### src/rtl/acq_tagger.sv
module acq_tagger #(
  parameter int CNT_W = 32
) (
  input  logic             clk,
  input  logic             rst_n,
  input  logic             tick_en,
  input  logic             qual_stb,
  input  logic             store_stb,
  input  logic             trig_stb,
  input  logic             mode_time,
  input  logic             ref_trig,
  output logic [CNT_W-1:0] tag_out,
  output logic             tag_valid
);
  localparam logic [CNT_W-1:0] CNT_MAX = '1;

  logic [CNT_W-1:0] cnt;
  logic             inc;
  logic             restart;

  assign inc     = mode_time ? tick_en : qual_stb;
  assign restart = ref_trig ? trig_stb : store_stb;

  always_ff @(posedge clk) begin
    if (!rst_n) begin
      cnt       <= '0;
      tag_out   <= '0;
      tag_valid <= 1'b0;
    end else begin
      tag_valid <= store_stb;
      if (store_stb) tag_out <= cnt;
      if (restart)
        cnt <= {{(CNT_W-1){1'b0}}, inc};
      else if (inc && cnt != CNT_MAX)
        cnt <= cnt + 1'b1;
    end
  end

  assert_valid_follows_store_R4: assert property (@(posedge clk) disable iff (!rst_n)
    store_stb |=> (tag_valid && tag_out == $past(cnt)));
  assert_tag_holds_R8: assert property (@(posedge clk) disable iff (!rst_n)
    !store_stb |=> ($stable(tag_out) && !tag_valid));
  assert_no_wrap_R7: assert property (@(posedge clk) disable iff (!rst_n)
    (!store_stb && !trig_stb) |=> cnt >= $past(cnt));
  assert_saturate_R7: assert property (@(posedge clk) disable iff (!rst_n)
    (cnt == CNT_MAX && !store_stb && !trig_stb) |=> cnt == CNT_MAX);
  assert_store_restart_R5: assert property (@(posedge clk) disable iff (!rst_n)
    (store_stb && !ref_trig) |=> cnt <= 1);
  assert_trig_restart_R6: assert property (@(posedge clk) disable iff (!rst_n)
    (trig_stb && ref_trig) |=> cnt <= 1);
  assert_step_one_R2: assert property (@(posedge clk) disable iff (!rst_n)
    (!store_stb && !trig_stb) |=> cnt <= $past(cnt) + 1);
endmodule

### config.mk
export PLATFORM = sky130hd
export DESIGN_NAME = acq_tagger
export DESIGN_NICKNAME = d
export VERILOG_FILES = /design/src/rtl/acq_tagger.sv
export SDC_FILE = /design/constraint.sdc
export NUM_CORES = 1
export LEC_CHECK = 0
export BUFFER_PORTS_ARGS = -buffer_cell sky130_fd_sc_hd__buf_2
export CAP_MARGIN = 20
export CORE_ASPECT_RATIO = 1.1
export CORE_MARGIN = 5
export CORE_UTILIZATION = 51
export CTS_BUF_LIST = sky130_fd_sc_hd__clkbuf_16
export DETAILED_ROUTE_END_ITERATION = 12
export PLACE_DENSITY_LB_ADDON = 0.05
export REMOVE_ABC_BUFFERS = 1
export SYNTH_ARGS = -nofsm -noshare
export SYNTH_HDL_FRONTEND = slang
export SYNTH_SLANG_ARGS = --single-unit
### constraint.sdc
create_clock -name clk -period 2.22 [get_ports clk]
set_clock_uncertainty 0.15 [all_clocks]
set_input_delay 0 -clock clk [delete_from_list [all_inputs] [get_ports clk]]
set_output_delay 0 -clock clk [all_outputs]
set_load 0.005 [all_outputs]
==> results of run 1 <==
## state kept, by name, summed over array words and instances (netlist names)
signal,count
tag_out,32
cnt,32
tag_valid,1
## cell families after synthesis
| family | Yosys count | share of synthesized area |
|---|---|---|
| and+or+nand+nor | 115 | 0.2428 |
| xor gates and xnor gates | 6 | 0.01864 |
| buffers and inverters | 21 | 0.03196 |
| adders and majority gates | 1 | 0.004438 |
| DFF | 65 | 0.4616 |
| muxes | 35 | 0.1243 |
| AOI/OAI and AO/OA | 57 | 0.1163 |
## per-stage QoR
step | hold slack (ns) | cell area, um^2 | total power, mW | instances
after global placement | 0.2333 | 3312 | 1.307 | 435
after CTS | 0.07080 | 3684 | 2.623 | 457
after floorplan | -0.02829 | 2748 | 1.249 | 284
after detailed placement | 0.2334 | 3312 | 1.309 | 435
after global routing | 0.08453 | 3721 | 2.691 | 458
final | 0.06859 | 3721 | 2.598 | 458
## repair_timing
item	CTS	global route
hold buffers	2	0
endpoints found under the setup margin	4	16
endpoints found under the hold margin	1	0
gates resized for setup	11	10
gates cloned	1	0
pin swaps	4	7
buffers inserted	4	1
## metal layers
layer / share of wire / routed length [um]
met3: 0.049 / 318
met2: 0.48 / 3143
met5: 0 / 0
met4: 0.032 / 211
met1: 0.44 / 2842
## worst reg2reg max path, delay by kind of cell, from the launching register on
family	cells	cell delay, ns
adder cells (fa/ha/maj)	1	0.14
AND/OR/NAND/NOR	2	0.86
flip-flops	1	0.35
AO/OA/AOI/OAI	2	0.36
buffers and inverters	2	0.20
## layout make-up
class / instances / area, um^2
clock buffers: 9 / 225.2
clock inverters: 6 / 50.05
fillers: 440 / 1639
inverters: 5 / 18.77
multi-input cells: 215 / 1490
flip-flops and latches: 65 / 1315
well taps: 75 / 93.84
repair buffers: 83 / 528.0
## final timing paths
path	from	to
worst max-delay path	cnt[0]	cnt[28]
worst min-delay path	rst_n	tag_out[21]
worst max register to register	cnt[0]	cnt[28]
worst min register to register	tag_out[24]	tag_out[24]
## placed cells by master (no fill, tap or decap), types with 3 or more instances in the layout
cell	n
dfxtp_1	54
buf_4	41
buf_2	40
mux2i_1	35
nor2b_1	32
a21oi_1	26
o21ai_0	18
or3_1	16
nand2_1	15
dfxtp_2	11
nand4_1	9
nand3_1	9
nor2_1	9
clkbuf_16	9
o31ai_1	6
or4_1	6
inv_1	5
and3_1	4
xnor2_1	4
clkinv_1	4
or4_4	3
## power groups by stage
| stage | sequential [mW] | clock, mW | combinational, mW |
|---|---|---|---|
| 6_report | 1.18 | 1.31 | 0.115 |
| 5_1_grt | 1.18 | 1.39 | 0.125 |
| 4_1_cts | 1.18 | 1.33 | 0.115 |
| 3_5_place_dp | 1.20 | 0 | 0.110 |
| 3_3_place_gp | 1.20 | 0 | 0.108 |
| 2_1_floorplan | 1.20 | 0 | 0.0475 |
## cells in the mapped netlist, drive strengths merged
cell type	instances
nand2	15
and3	4
a21o	2
and2	2
nand4	10
nor2	9
o21ai	18
nor3	1
or3	18
a31o	1
clkbuf	11
dfxtp	65
nand3	11
xor2	2
buf	5
nor2b	32
or4	8
a211o	1
ha	1
and4	2
nor4	3
o31ai	6
a2111oi	1
a211oi	2
xnor2	4
inv	5
a21oi	26
mux2i	35
==> results by group, run 1 <==
Status
  • Status: finished clean

Route
  • Final WL: 6515 um
  • DRT Pass-1 Iters: 4
  • Drt via density: 5.354
  • Iter 0 DRT Violations: 100
  • Drt drc: 0
  • Vias after detailed routing: 2452
  • Final ANT Viol Nets: 0
  • Drt wl/cell: 14.22 um

Die
  • Die W: 80.89 um
  • Core box area: 5360 um^2
  • Starting density of the core: 0.5259
  • Die area: 7116 um^2
  • Die height: 87.98 um
  • Row count: 28
  • Top Ports: 41

Clocking
  • H-tree depth: 3
  • Clock Path Buffers: 2
  • Clock sink total: 65
  • CTS tree: done
  • CTS Root Cell: clkbuf_16
  • Total CTS buffers: 9
  • Clock Latency Late Sink: 0.32 ns
  • Worst-path clk slew: 0.05 ns

Power and ir drop
  • Clock network fraction of total power: 0.502
  • Worst VDD drop: 0.0005794 V
  • P_sw: 0.5294 mW
  • Leak Pwr: 1.498 nW
  • Comb pwr share: 0.044
  • Internal power: 2.069 mW
  • Sw Share: 0.2038
  • P per Cell Area: 698.2 nW/um^2
  • Flop pwr share: 0.454

Setup path
  • Flop-to-flop setup slack: 0.05 ns
  • Stages on the worst setup path: 7
  • Crit-path cells: ha_4 > inv_1 > or3_4 > buf_4 > or4_4 > o31ai_1 > a21oi_1
  • Setup CP Type: reg -> reg
  • CP max FO: 7
  • Setup crit end kind: register
  • Largest stage delay on the critical path: 0.53 ns
  • Worst EP arrival: 2.22 ns
  • Critical path's slowest cell: or4_4
  • Worst endpoint required time: 2.27 ns
  • Critical Path Source Type: register
  • Cell count of the worst reg-to-reg path: 7
  • CP delay by family, top: simple AND/OR/NAND/NOR gates
  • Buf/Inv on CP: 2

Synth
  • Yosys reg bits: 65
  • Sequential fraction of the synthesis area: 0.4616
  • Largest area contributor in the netlist: dfxtp_1
  • Post-synth top area share: 0.4616
  • Synth Warn #: 0
  • Top cells by area, synth: dfxtp_1 (46%), mux2i_1 (12%), nor2b_1 (7.1%)
  • Synth Instances: 300
  • Syn Area/Cell: 9.397 um^2
  • Unique cell type count in the Yosys netlist: 34
  • Cell area after synthesis: 2819 um^2

Global route
  • M1 GR Usage: 0.2370
  • Met2 GRT Util: 0.3189
  • GRT Util Overall: 0.1980
  • Gr busiest metal: met2
  • Vias in the first global route: 2315
  • Initial antenna violation count: 0
  • Largest net degree at the start of global routing: 36
  • Met3 Use GR: 0.05864
  • First-pass GRT wire length: 10830 um
  • Gr ovfl total: 0

STA
  • Endpoints failing setup: 0
  • Max_slew headroom: 0.6064
  • Worst Tran Pin Value: 0.5889 ns
  • Max Clock Freq: 460.3 MHz
  • Min cycle time layout: 2.173 ns
  • Setup TNS: 0 ns
  • Final Hold Vio Count: 0
  • RSZ-0062 raised after global routing: yes
  • Final worst slack: 0.04728 ns
  • Period utilization: 0.9787
  • Max-slew violation count: 0

Placement
  • IO buf count: 40
  • DP Worst Slack: -0.02026 ns
  • Post-DP HPWL: 4254 um
  • RD Place Congestion: 0.8507

Cells and area
  • Final core occ: 0.6942
  • Post-layout net count: 388
  • # diodes: 0
  • Layout cells sized above 1: 0.3055
  • P&R area growth vs syn: 32.00%

Run
  • MaxCap Viol Count: 0

Hold path
  • Worst Hold Path Cells: 3
  • Hold Crit Class: in -> reg
Note: power is estimated with default switching activity, not from simulation.
==> inputs of run 2 (changes only) <==
--- a/config.mk
+++ b/config.mk
@@ -12,8 +12,10 @@
 export CORE_UTILIZATION = 51
 export CTS_BUF_LIST = sky130_fd_sc_hd__clkbuf_16
 export DETAILED_ROUTE_END_ITERATION = 12
+export HOLD_SLACK_MARGIN = 0.1
 export PLACE_DENSITY_LB_ADDON = 0.05
 export REMOVE_ABC_BUFFERS = 1
+export SKIP_CTS_REPAIR_TIMING = 1
 export SYNTH_ARGS = -nofsm -noshare
 export SYNTH_HDL_FRONTEND = slang
 export SYNTH_SLANG_ARGS = --single-unit
==> results by group, run 2 (synthesized netlist as in run 1, its figures left out) <==
Cells and area
  • Sequential cell area: 1309 um^2 (-0.48%)
  • Largest registers: cnt (32), tag_out (32), tag_valid (1)
  • Most frequent cells in the layout: dfxtp_1 (59), buf_2 (40), buf_4 (36), mux2i_1 (35), nor2b_1 (32)
  • # diodes: 0 (unchanged)
  • Area of the multi-input gates: 1516 um^2 (+1.8%)
  • Layout cells sized above 1: 0.2902 (-0.01525)
  • Most common cell after layout, fill and taps aside: dfxtp_1
  • Post-layout net count: 384 (-1.0%)
  • Fillers: 443 (+0.68%)
  • P&R area growth vs syn: 31.74%

Die
  • Starting density of the core: 0.5259 (unchanged)
  • Row count: 28 (unchanged)
  • Core box area: 5360 um^2 (unchanged)
  • Top Ports: 41 (unchanged)
  • Die area: 7116 um^2 (unchanged)
  • Die W: 80.89 um (unchanged)
  • Die height: 87.98 um (unchanged)

Power and ir drop
  • Clock network fraction of total power: 0.503 (about the same)
  • Worst VDD drop: 0.0005835 V (+0.70%)
  • P_sw: 0.5345 mW (+0.96%)
  • Tot Pwr: 2.604 mW (+0.24%)
  • Leak Pwr: 1.495 nW (-0.21%)
  • Internal power: 2.070 mW (about the same)
  • Flop pwr share: 0.452 (-0.002)
  • P per Cell Area: 701.3 nW/um^2 (+0.45%)
  • Sw Share: 0.2052 (+0.001453)
  • Comb pwr share: 0.045 (about the same)

STA
  • Setup TNS: -0.01263 ns (-0.01263 ns)
  • Final worst slack: -0.01263 ns (-0.05991 ns)
  • Max Clock Freq: 447.9 MHz (-2.7%)
  • Max-slew violation count: 0 (unchanged)
  • Max_slew headroom: 0.6049 (-0.001571)
  • RSZ-0062 raised after global routing: yes
  • Period utilization: 1.006 (+0.02699)
  • Min cycle time layout: 2.233 ns (+0.05991 ns)
  • Endpoints failing setup: 1 (+1)
  • Worst Tran Pin Value: 0.5913 ns (+0.002351 ns)
  • Final Hold Vio Count: 0 (unchanged)

Placement
  • RD Place Congestion: 0.8507 (unchanged)
  • IO buf count: 40 (unchanged)
  • Post-DP HPWL: 4254 um (unchanged)

Clocking
  • Clock Path Buffers: 2 (unchanged)
  • CTS Root Cell: clkbuf_16
  • Total CTS buffers: 9 (unchanged)
  • CTS tree: done
  • Clock sink total: 65 (unchanged)
  • Clock Latency Late Sink: 0.32 ns (about the same)
  • H-tree depth: 3 (unchanged)
  • Worst-path clk slew: 0.05 ns (about the same)

Global route
  • Met3 Use GR: 0.05350 (-0.005144)
  • Largest net degree at the start of global routing: 36 (unchanged)
  • GRT Util Overall: 0.1887 (-0.009369)
  • Gr busiest metal: met2
  • Met2 GRT Util: 0.3010 (-0.01792)
  • M1 GR Usage: 0.2282 (-0.008750)
  • Initial antenna violation count: 0 (unchanged)
  • First-pass GRT wire length: 10330 um (-4.6%)
  • Gr ovfl total: 0 (unchanged)
  • Vias in the first global route: 2236 (-3.4%)

Route
  • Drt wl/cell: 14.24 um (about the same)
  • Vias after detailed routing: 2435 (-0.69%)
  • Final WL: 6464 um (-0.78%)
  • Iter 0 DRT Violations: 90 (-10%)
  • Drt via density: 5.363 (+0.18%)
  • Final ANT Viol Nets: 0 (unchanged)
  • DRT Pass-1 Iters: 4 (unchanged)
  • Drt drc: 0 (unchanged)

Setup path
  • Setup CP Type: reg -> reg
  • Critical Path Source Type: register
  • CP max FO: 8 (+1)
  • Worst endpoint required time: 2.33 ns (+0.06 ns)
  • Largest stage delay on the critical path: 0.55 ns (+0.02 ns)
  • Setup crit end kind: register
  • Worst EP arrival: 2.34 ns (+0.12 ns)
  • Crit-path cells: nand3_2 > or3_4 > or4_4 > or4_1 > a21oi_1
  • Critical path's slowest cell: or4_4

Run
  • MaxCap Viol Count: 0 (unchanged)

Status
  • Violated checks: setup timing
  • Status: complete, but fails checks

Hold path
  • Hold Crit Class: in -> reg
run 2: changes by cell type in the layout (fill, tap and decap cells not counted), sizes merged:
cell	change
buf	-5
dlygate4sd3	+1
run 2: stage by stage:
step	setup slack [ns]	area, um^2	instances	utilization	hold slack (ns)
finish	-0.01263	3714	454	0.6928	0.1355
global route	-0.08770	3714	454	0.6928	0.1495
CTS	-0.04095	3587	450	0.6692	-0.05560
detailed placement	-0.02026	3312	435	0.6179	0.2334
global placement	0.04151	3312	435	0.6179	0.2333
floorplan	-0.1309	2748	284	-	-0.02829
run 2: cell type report:
type | instances | share of cell area
clock inverters | 6 | 0.01348
clock buffers | 9 | 0.06065
multi-input cells | 215 | 0.4084
repair buffers | 79 | 0.1348
flip-flops and latches | 65 | 0.3524
well taps | 75 | 0.02527
inverters | 5 | 0.005054
run 2: layer usage:
| layer | up-vias | share of wire |
|---|---|---|
| met5 | - | 0 |
| met4 | 0 | 0.023 |
| met3 | 13 | 0.042 |
| met2 | 50 | 0.50 |
| met1 | 1132 | 0.44 |
| li1 | 1240 | - |
run 2: worst paths after layout:
| path | cells past startpoint | to | startpoint | slack (ns) |
|---|---|---|---|---|
| worst max-delay path | 5 | cnt[28] | cnt[11] | -0.01 |
| worst min-delay path | 4 | cnt[0] | ref_trig | 0.14 |
| worst max register to register | 5 | cnt[28] | cnt[11] | -0.01 |
| worst min register to register | 2 | tag_out[24] | tag_out[24] | 0.35 |
run 2: power by group through the flow:
stage	Clock, mW	Sequential, mW	Combinational, mW
6_report	1.31	1.18	0.117
5_1_grt	1.39	1.18	0.127
4_1_cts	1.33	1.18	0.109
3_5_place_dp	0	1.20	0.110
3_3_place_gp	0	1.20	0.108
2_1_floorplan	0	1.20	0.0475
run 2: worst max-delay path: cells and delay by family, from the launching register on:
| family | cells | cell delay [ns] |
|---|---|---|
| AND/OR/NAND/NOR | 4 | 1.52 |
| flip-flops | 1 | 0.35 |
| AO/OA/AOI/OAI | 1 | 0.15 |
==> inputs of run 3 (changes only) <==
--- a/config.mk
+++ b/config.mk
@@ -13,7 +13,7 @@
 export CTS_BUF_LIST = sky130_fd_sc_hd__clkbuf_16
 export DETAILED_ROUTE_END_ITERATION = 12
 export HOLD_SLACK_MARGIN = 0.1
-export PLACE_DENSITY_LB_ADDON = 0.05
+export PLACE_DENSITY_LB_ADDON = 0.08
 export REMOVE_ABC_BUFFERS = 1
 export SKIP_CTS_REPAIR_TIMING = 1
 export SYNTH_ARGS = -nofsm -noshare
==> results by group, run 3 (synthesized netlist as in run 1, its figures left out) <==
Status
  • Status: finished clean

Route
  • Drt via density: 5.297 (-1.2%)
  • Drt drc: 0 (unchanged)
  • DRT Pass-1 Iters: 4 (unchanged)
  • Vias after detailed routing: 2442 (+0.29%)
  • Final WL: 6546 um (+1.3%)
  • Iter 0 DRT Violations: 138 (+53%)
  • Drt wl/cell: 14.20 um (-0.27%)
  • Final ANT Viol Nets: 0 (unchanged)

Placement
  • IO buf count: 40 (unchanged)
  • DP Worst Slack: -0.03245 ns (-0.01220 ns)
  • Cell count after placement: 436 (+0.23%)
  • Post-DP HPWL: 4357 um (+2.4%)
  • RD Place Congestion: 0.8648 (+1.7%)

Clocking
  • CTS tree: done
  • Clock Latency Late Sink: 0.33 ns (about the same)
  • Worst-path clk slew: 0.05 ns (about the same)
  • Clock sink total: 65 (unchanged)
  • Clock Path Buffers: 2 (unchanged)
  • H-tree depth: 3 (unchanged)
  • CTS Root Cell: clkbuf_16
  • Total CTS buffers: 9 (unchanged)

Setup path
  • Crit-path cells: nand4_2 > or3_4 > or4_4 > or4_1 > a21oi_1
  • R2r endpoint: cnt[28]
  • CP startpoint: cnt[10]
  • Worst EP arrival: 2.29 ns (-0.05 ns)
  • Cell count of the worst reg-to-reg path: 5 (unchanged)
  • Worst setup path endpoint: cnt[28]
  • CP delay by family, top: simple AND/OR/NAND/NOR gates
  • Buf/Inv on CP: 0 (unchanged)
  • Flop-to-flop setup slack: 0.03 ns (+0.05 ns)
  • Setup CP Type: reg -> reg
  • CP max FO: 5 (-3)
  • Setup crit end kind: register
  • Stages on the worst setup path: 5 (unchanged)
  • RR Startpoint: cnt[10]
  • Largest stage delay on the critical path: 0.58 ns (+0.03 ns)
  • Critical Path Source Type: register
  • Worst endpoint required time: 2.33 ns (about the same)
  • Critical path's slowest cell: or4_4

Hold path
  • Hold Crit Class: in -> reg

Cells and area
  • Fillers: 452 (+2.0%)
  • Area of the multi-input gates: 1483 um^2 (-2.2%)
  • P&R area growth vs syn: 31.25%
  • Largest registers: cnt (32), tag_out (32), tag_valid (1)
  • Sequential cell area: 1304 um^2 (-0.38%)
  • # diodes: 0 (unchanged)
  • Most frequent cells in the layout: dfxtp_1 (63), buf_4 (43), buf_2 (40), mux2i_1 (35), nor2b_1 (32)
  • Most common cell after layout, fill and taps aside: dfxtp_1
  • Final Non-Filler Cells: 461 (+1.5%)
  • Post-layout net count: 390 (+1.6%)
  • Layout cells sized above 1: 0.2902 (about the same)

STA
  • Period utilization: 0.9853 (-0.02040)
  • Endpoints failing setup: 0 (-1)
  • Min cycle time layout: 2.187 ns (-0.04528 ns)
  • RSZ-0062 raised after global routing: yes
  • Max Clock Freq: 457.2 MHz (+2.1%)
  • Setup TNS: 0 ns (+0.01263 ns)
  • Final Hold Vio Count: 0 (unchanged)
  • Max_slew headroom: 0.6341 (+0.02924)
  • Max-slew violation count: 0 (unchanged)
  • Worst Tran Pin Value: 0.5488 ns (-0.04243 ns)
  • Final worst slack: 0.03266 ns (+0.04528 ns)

Run
  • MaxCap Viol Count: 0 (unchanged)

Global route
  • First-pass GRT wire length: 10660 um (+3.2%)
  • Vias in the first global route: 2342 (+4.7%)
  • GRT Util Overall: 0.1931 (+0.004409)
  • Largest net degree at the start of global routing: 37 (+2.8%)
  • Gr ovfl total: 0 (unchanged)
  • Initial antenna violation count: 0 (unchanged)

Die
  • Die W: 80.89 um (unchanged)
  • Die height: 87.98 um (unchanged)
  • Row count: 28 (unchanged)
  • Top Ports: 41 (unchanged)
  • Starting density of the core: 0.5259 (unchanged)
  • Core box area: 5360 um^2 (unchanged)
  • Die area: 7116 um^2 (unchanged)

Power and ir drop
  • Worst VDD drop: 0.0004939 V (-15%)
  • P per Cell Area: 678.7 nW/um^2 (-3.2%)
  • Leak Pwr: 1.508 nW (+0.84%)
  • Tot Pwr: 2.511 mW (-3.6%)
## run 3: changes by cell type in the layout (fill, tap and decap cells not counted), sizes merged
cell,previous run,this run
inv,5,9
bufinv,1,0
clkinv,5,2
buf,76,83
dlygate4sd3,3,2
clkinvlp,0,1
## run 3: worst min-delay path: cells and delay by family
| kind | cells | cell delay (ns) |
|---|---|---|
| buf+inv | 1 | 0.27 |
| compound gates | 2 | 0.20 |
## run 3: how the worst min path moves through the flow
stage | startpoint | to | slack (ns) | cells after the start
4_1_cts | trig_stb | cnt[0] | -0.09 | 3
5_1_grt | rst_n | tag_out[4] | 0.09 | 2
3_5_place_dp | tag_valid | tag_valid | 0.23 | 1
6_report | rst_n | cnt[0] | 0.04 | 3
2_1_floorplan | store_stb | tag_valid | -0.03 | 1
3_3_place_gp | tag_valid | tag_valid | 0.23 | 1
## run 3: cell type report
class | count | area share
multi-input cells | 215 | 0.4007
flip-flops and latches | 65 | 0.3524
repair buffers | 85 | 0.1468
clock buffers | 9 | 0.06087
well taps | 75 | 0.02536
clock inverters | 7 | 0.008793
inverters | 5 | 0.005073
## run 3: stage by stage
step	hold WS (ns)	utilization	cell area [um^2]
finish	0.04016	0.6902	3700
global route	0.09261	0.6902	3700
CTS	-0.09178	0.6674	3577
floorplan	-0.02829	-	2748
detailed placement	0.2274	0.6193	3319
global placement	0.2262	0.6193	3319
## run 3: power breakdown
group          total [mW]  switching (mW)  internal, mW
sequential           1.18         0.00234          1.17
clock                1.22           0.486         0.733
combinational       0.116          0.0636        0.0528
total                2.51           0.552          1.96
## run 3: layer usage
| layer | part of all wire | vias to the layer above | track usage |
|---|---|---|---|
| met5 | 0 | - | 0 |
| met2 | 0.49 | 59 | 0.3196 |
| li1 | - | 1254 | - |
| met3 | 0.043 | 11 | 0.03807 |
| met4 | 0.020 | 0 | 0.1121 |
| met1 | 0.45 | 1118 | 0.2317 |
